## src/rtl/adc_chain_seq.sv

```systemverilog
module adc_chain_seq #(
  parameter int NCH        = 8,
  parameter int DW         = 12,
  parameter int SAMPLE_CYC = 4,
  parameter int CONV_CYC   = 8
) (
  input  logic                   clk,
  input  logic                   rst_n,
  input  logic                   scan_mode,
  input  logic [NCH-1:0]         nrm_mask,
  input  logic [NCH-1:0]         inj_mask,
  input  logic                   nrm_start,
  input  logic                   inj_start,
  input  logic                   abort_ch,
  input  logic                   abort_chain,
  output logic [$clog2(NCH)-1:0] conv_ch,
  output logic                   conv_inj,
  output logic                   conv_sample,
  output logic                   conv_active,
  input  logic [DW-1:0]          conv_data,
  output logic                   nrm_busy,
  output logic [NCH-1:0]         eoc_pend,
  input  logic [NCH-1:0]         eoc_clr,
  output logic                   nrm_eoc,
  output logic                   inj_eoc,
  input  logic [1:0]             eoc_flag_clr,
  input  logic [$clog2(NCH)-1:0] rd_ch,
  input  logic                   rd_en,
  output logic [DW-1:0]          rd_data,
  output logic                   rd_valid
);
  localparam int CW   = $clog2(NCH);
  localparam int CNTW = $clog2(SAMPLE_CYC + CONV_CYC);

  typedef enum logic [1:0] {P_IDLE, P_SAMP, P_CONV} phase_t;

  phase_t          phase;
  logic [CNTW-1:0] cnt;
  logic [CW-1:0]   cur_ch;
  logic            cur_inj;
  logic [NCH-1:0]  nrm_rem, inj_rem, vld;
  logic            nrm_req;
  logic [DW-1:0]   res [NCH];

  function automatic logic [CW-1:0] lowest(input logic [NCH-1:0] m);
    logic [CW-1:0] r;
    r = '0;
    for (int i = NCH - 1; i >= 0; i--)
      if (m[i]) r = CW'(i);
    return r;
  endfunction

  logic           busy_conv, done, retire, fin_ok, preempt, launch, pick_inj;
  logic           inj_go, inj_end, pass_end, restart;
  logic [NCH-1:0] cur_bit, rd_bit, inj_left, nrm_left;
  logic [CW-1:0]  next_ch;

  assign busy_conv = phase != P_IDLE;
  assign done      = phase == P_CONV && cnt == CNTW'(CONV_CYC - 1);
  assign retire    = busy_conv && (done || abort_ch || abort_chain);
  assign fin_ok    = done && !abort_ch && !abort_chain;
  assign preempt   = busy_conv && !cur_inj && !retire && |inj_rem;
  assign cur_bit   = {{(NCH-1){1'b0}}, 1'b1} << cur_ch;
  assign rd_bit    = {{(NCH-1){1'b0}}, 1'b1} << rd_ch;
  assign inj_left  = abort_chain ? '0 : inj_rem & ~cur_bit;
  assign nrm_left  = abort_chain ? '0 : nrm_rem & ~cur_bit;
  assign inj_end   = retire && cur_inj && inj_left == '0;
  assign pass_end  = retire && !cur_inj && nrm_left == '0;
  assign restart   = pass_end && (scan_mode || nrm_req || nrm_start) && |nrm_mask;
  assign inj_go    = inj_start && inj_rem == '0 && |inj_mask;
  assign pick_inj  = |inj_rem;
  assign next_ch   = pick_inj ? lowest(inj_rem) : lowest(nrm_rem);
  assign launch    = !busy_conv && (|inj_rem || |nrm_rem);

  assign conv_ch     = cur_ch;
  assign conv_inj    = cur_inj;
  assign conv_sample = phase == P_SAMP;
  assign conv_active = phase == P_CONV;
  assign rd_data     = res[rd_ch];
  assign rd_valid    = vld[rd_ch];

  always_ff @(posedge clk) begin
    if (!rst_n) begin
      phase   <= P_IDLE;
      cnt     <= '0;
      cur_ch  <= '0;
      cur_inj <= 1'b0;
    end else if (launch) begin
      phase   <= P_SAMP;
      cnt     <= '0;
      cur_ch  <= next_ch;
      cur_inj <= pick_inj;
    end else if (retire || preempt) begin
      phase <= P_IDLE;
      cnt   <= '0;
    end else if (phase == P_SAMP && cnt == CNTW'(SAMPLE_CYC - 1)) begin
      phase <= P_CONV;
      cnt   <= '0;
    end else if (busy_conv) begin
      cnt <= cnt + 1'b1;
    end
  end

  always_ff @(posedge clk) begin
    if (!rst_n) begin
      inj_rem  <= '0;
      nrm_rem  <= '0;
      nrm_busy <= 1'b0;
      nrm_req  <= 1'b0;
      nrm_eoc  <= 1'b0;
      inj_eoc  <= 1'b0;
      eoc_pend <= '0;
    end else begin
      if (retire && cur_inj) inj_rem <= inj_left;
      else if (inj_go)       inj_rem <= inj_mask;

      if (pass_end) begin
        nrm_req  <= 1'b0;
        nrm_rem  <= restart ? nrm_mask : '0;
        nrm_busy <= restart;
      end else begin
        if (retire && !cur_inj) nrm_rem <= nrm_left;
        if (nrm_start && !nrm_busy && |nrm_mask) begin
          nrm_busy <= 1'b1;
          nrm_rem  <= nrm_mask;
        end else if (nrm_start && nrm_busy) begin
          nrm_req <= 1'b1;
        end
      end

      nrm_eoc  <= (nrm_eoc & ~eoc_flag_clr[0]) | pass_end;
      inj_eoc  <= (inj_eoc & ~eoc_flag_clr[1]) | inj_end;
      eoc_pend <= (eoc_pend & ~eoc_clr) | (fin_ok ? cur_bit : '0);
    end
  end

  always_ff @(posedge clk) begin
    if (!rst_n) begin
      vld <= '0;
      for (int i = 0; i < NCH; i++) res[i] <= '0;
    end else begin
      vld <= (vld & ~(rd_en ? rd_bit : '0)) | (fin_ok ? cur_bit : '0);
      if (fin_ok) res[cur_ch] <= conv_data;
    end
  end


  ch_hold_chk: assert property (@(posedge clk) disable iff (!rst_n)
    (conv_sample || conv_active) && $past(conv_sample || conv_active) |-> $stable(conv_ch));

  conv_after_samp_chk: assert property (@(posedge clk) disable iff (!rst_n)
    $rose(conv_active) |-> $past(conv_sample));

  inj_first_chk: assert property (@(posedge clk) disable iff (!rst_n)
    $rose(conv_sample) && !conv_inj |-> $past(inj_rem) == '0);

  pend_src_chk: assert property (@(posedge clk) disable iff (!rst_n)
    |(eoc_pend & ~$past(eoc_pend)) |-> $past(conv_active && !abort_ch && !abort_chain));

  busy_drop_chk: assert property (@(posedge clk) disable iff (!rst_n)
    $fell(nrm_busy) |-> nrm_eoc);

  inj_abort_chk: assert property (@(posedge clk) disable iff (!rst_n)
    abort_chain && conv_inj && (conv_sample || conv_active) |=> inj_eoc);

  idle_abort_chk: assert property (@(posedge clk) disable iff (!rst_n)
    (abort_ch || abort_chain) && !conv_sample && !conv_active |=> !$rose(nrm_eoc) && !$rose(inj_eoc));
endmodule

```

## config.mk

```make
export PLATFORM = sky130hd
export DESIGN_NAME = adc_chain_seq
export DESIGN_NICKNAME = d
export VERILOG_FILES = /design/src/rtl/adc_chain_seq.sv
export SDC_FILE = /design/constraint.sdc
export NUM_CORES = 1
export LEC_CHECK = 0
export CORE_MARGIN = 3
export CORE_UTILIZATION = 55
export DETAILED_ROUTE_END_ITERATION = 8
export HOLD_SLACK_MARGIN = 0.1
export PLACE_DENSITY_LB_ADDON = 0.1
export SETUP_SLACK_MARGIN = 0.02
export SLEW_MARGIN = 10
export SYNTH_ARGS = -nofsm -noshare
export SYNTH_HDL_FRONTEND = slang
export SYNTH_SLANG_ARGS = --single-unit
```

## constraint.sdc

```tcl
create_clock -name clk -period 2.9 [get_ports clk]
set_input_delay 0.435 -clock clk [delete_from_list [all_inputs] [get_ports clk]]
set_output_delay 0.435 -clock clk [all_outputs]
set_load 0.01 [all_outputs]
```

==> key figures <==
Setup path
  • Worst-path cell chain: clkdlybuf4s50_1 > buf_12 > mux4_2 > mux2_2 > clkdlybuf4s50_1
  • Reg2reg end: nrm_rem[7]
  • Nature of the critical path startpoint: input port
  • Worst path max stage delay: 0.51 ns
  • Setup CP Type: in -> out
  • Worst Path Arrival: 2.29 ns
  • Reg2reg start: conv_ch[1]
  • Crit path launch: rd_ch[1]
  • Max Fanout on Critical Path: 32
  • Worst setup endpoint: rd_data[4]
  • Levels on crit path: 5
  • Critical path's top delay family: buffers and inverters
  • CP max-delay cell: clkdlybuf4s50_1
  • Critical path capture point type: output pin
  • CP Buf/Inv Count: 3
  • Most used cell, CP: clkdlybuf4s50_1
  • Critical Path RT: 2.47 ns
  • Reg-to-reg slack, setup: 0.57 ns
  • Reg2reg path depth: 5

Global routing
  • Antenna violations before repair: 0
  • Overall routing resource usage: 24.8%
  • First-pass GRT wire length: 27,100 um
  • Total gr overflow: 0
  • Largest net degree at the start of global routing: 33
  • Via count of the first global-routing pass: 5,103

Yosys
  • Proportion of netlist area held by the largest area contributor: 41.4%
  • Sequential area share after synthesis: 54.6%
  • Synth Area per Inst: 12.1 sq um
  • Net Count, Synth: 628
  • Predominant post-synthesis flop cell: edfxtp_1
  • Post-synth EDFFs: 96
  • Area of the mapped netlist: 6970 sq um
  • Synth warn: 0
  • Synth Instances: 578
  • Asr flop ratio synth: 0%
  • Seq cells post-synth: 142
  • Main area contributors after synthesis: edfxtp_1 41%, dfxtp_1 13%, and2_1 8.7%
  • Post-synth top area cell: edfxtp_1
  • Netlist cell types: 68

Cells and area
  • Layout Nets: 718
  • Most common cell after layout, fill and taps aside: and2_1
  • Area grow syn2layout: 24.0%
  • Fillers: 904
  • Most frequent cells in the layout: 97 x and2_1, 96 x edfxtp_1, 77 x clkdlybuf4s50_1, 46 x dfxtp_1, 34 x nand2_1
  • Layout cells sized above 1: 18.1%
  • Number of diodes: 0

Floorplan
  • Die Wd: 119 um
  • Die height: 119 um
  • Die area: 14,100 sq um
  • Rows: 40
  • Starting density of the core: 57.1%
  • Core region area: 12,200 sq um
  • IO Count: 79

CTS
  • Clk_lat worst skew: 0.42 ns
  • CTS sink count: 142
  • CTS Buf Count: 17
  • Clock root buffer: clkbuf_16
  • CTS Hold Bufs: 0
  • Worst-path clk slew: 0.06 ns
  • Post-CTS resize count: 0
  • Post-CTS Setup Bufs: 0
  • CTS tree: built
  • CTS max path bufs: 2
  • CTS H-Tree Depth: 4

Power and ir drop
  • Peak supply drop: 0.507 mV
  • Power Total: 6.03 mW
  • Static leakage: 3.08 nW
  • Cell Pwr Density: 698 nW/um^2

Route
  • WL per Instance: 20.0 um
  • ANT nets after route: 0
  • Drc violations: 0
  • First-pass DRT Iterations: 5
  • Initial DRC Count: 388
  • Drt total wl: 17,000 um
  • Vias: 5,025
  • Vias per std cell: 5.92

Timing
  • Final hold violation count: 0
  • Setup TNS: 0 ns
  • Final Cycle Share: 93.9%
  • Max-slew violations: 0
  • Fmax: 367 MHz
  • RSZ-0062 raised after global routing: no
  • Tmin final: 2.72 ns
  • Clk_skew: 0.00743 ns
  • Slew HR: 58.6%
  • Worst-margin pin slew: 0.619 ns
  • Final setup fails: 0

Run
  • MaxCap Viol Count: 0

Placed design
  • Port Buf Inserts: 78
  • DP Wirelength: 11,500 um
  • Gp weighted congestion: 0.882

Worst hold path
  • HP Class: reg -> reg

Run status
  • Status: completed
## power breakdown
part / internal (mW) / leakage (nW) / switching, mW
clock: 1.36 / 0.288 / 0.844
sequential: 2.30 / 1.37 / 0.185
combinational: 0.605 / 1.43 / 0.748
## worst min-delay path by stage
stage	to	startpoint	cells past startpoint	slack (ns)
6_report	vld[6]	vld[6]	1	0.48
5_1_grt	cnt[1]	cnt[1]	2	0.51
4_1_cts	vld[6]	vld[6]	1	0.48
3_5_place_dp	vld[6]	vld[6]	1	0.47
3_3_place_gp	vld[5]	vld[5]	1	0.47
2_1_floorplan	vld[6]	vld[6]	1	0.45
## metal layers
layer,vias up,track usage (%),routed length (um),share of wire [%]
met1,2448,31.5,6840,40
met5,-,0,0,0
met4,0,10.2,367,2.2
li1,2357,-,-,-
met3,28,4.55,1030,6.0
met2,192,42.0,8760,52
## final cells by class
type	count	area [sq um]	area share, %
clock buffer	19	433	5.01
clock inverter	13	164	1.90
inverter	7	26.3	0.304
multi-input combinational	394	2970	34.4
sequential	142	3800	44.0
tap	168	210	2.43
timing repair buffer	106	1040	12.0
## synth_stat cells (5+ instances only)
cell type and n:
nand4b_1 5, o311ai_0 6, nor3b_1 6, a31oi_1 8, clkbuf_1 16, clkbuf_2 7
mux2_2 13, nand2_1 34, o21ai_0 33, edfxtp_1 96, a21oi_1 16, and2_1 97
nand3_1 18, nand3b_1 9, nor3_1 5, inv_1 7, nor2b_1 6, mux4_2 26
nor2_1 32, a41oi_1 5, buf_2 10, nor4_1 5, dfxtp_1 46
## per-stage QoR
stage / setup slack, ns / std cells / hold WS [ns] / area, sq um / util (%)
global route: 0.126 / 849 / 0.511 / 8640 / 70.8
detailed placement: 0.153 / 817 / 0.468 / 8050 / 65.9
floorplan: 0.468 / 578 / 0.455 / 6970 / -
CTS: 0.179 / 849 / 0.482 / 8640 / 70.8
finish: 0.178 / 849 / 0.482 / 8640 / 70.8
global placement: 0.198 / 817 / 0.465 / 8050 / 65.9
## registers in the layout, indices dropped and copies added (netlist names), 2 cells and up
name      count
conv_ch       3
vld           8
res          96
eoc_pend      8
cnt           4
inj_rem       8
nrm_rem       8
phase         2
## cell families (layout without fill, tap and decap cells)
family,after synthesis,after routing,synth area share [%]
AO/OA/AOI/OAI,103,103,10.2
XOR/XNOR,3,3,0.377
AND/OR/NAND/NOR,245,245,20.9
buffers and inverters,42,145,2.78
flip-flops,142,142,54.6
multiplexers,42,42,10.9
adder cells (fa/ha/maj),1,1,0.180
Note: power is estimated with default switching activity, not from simulation.
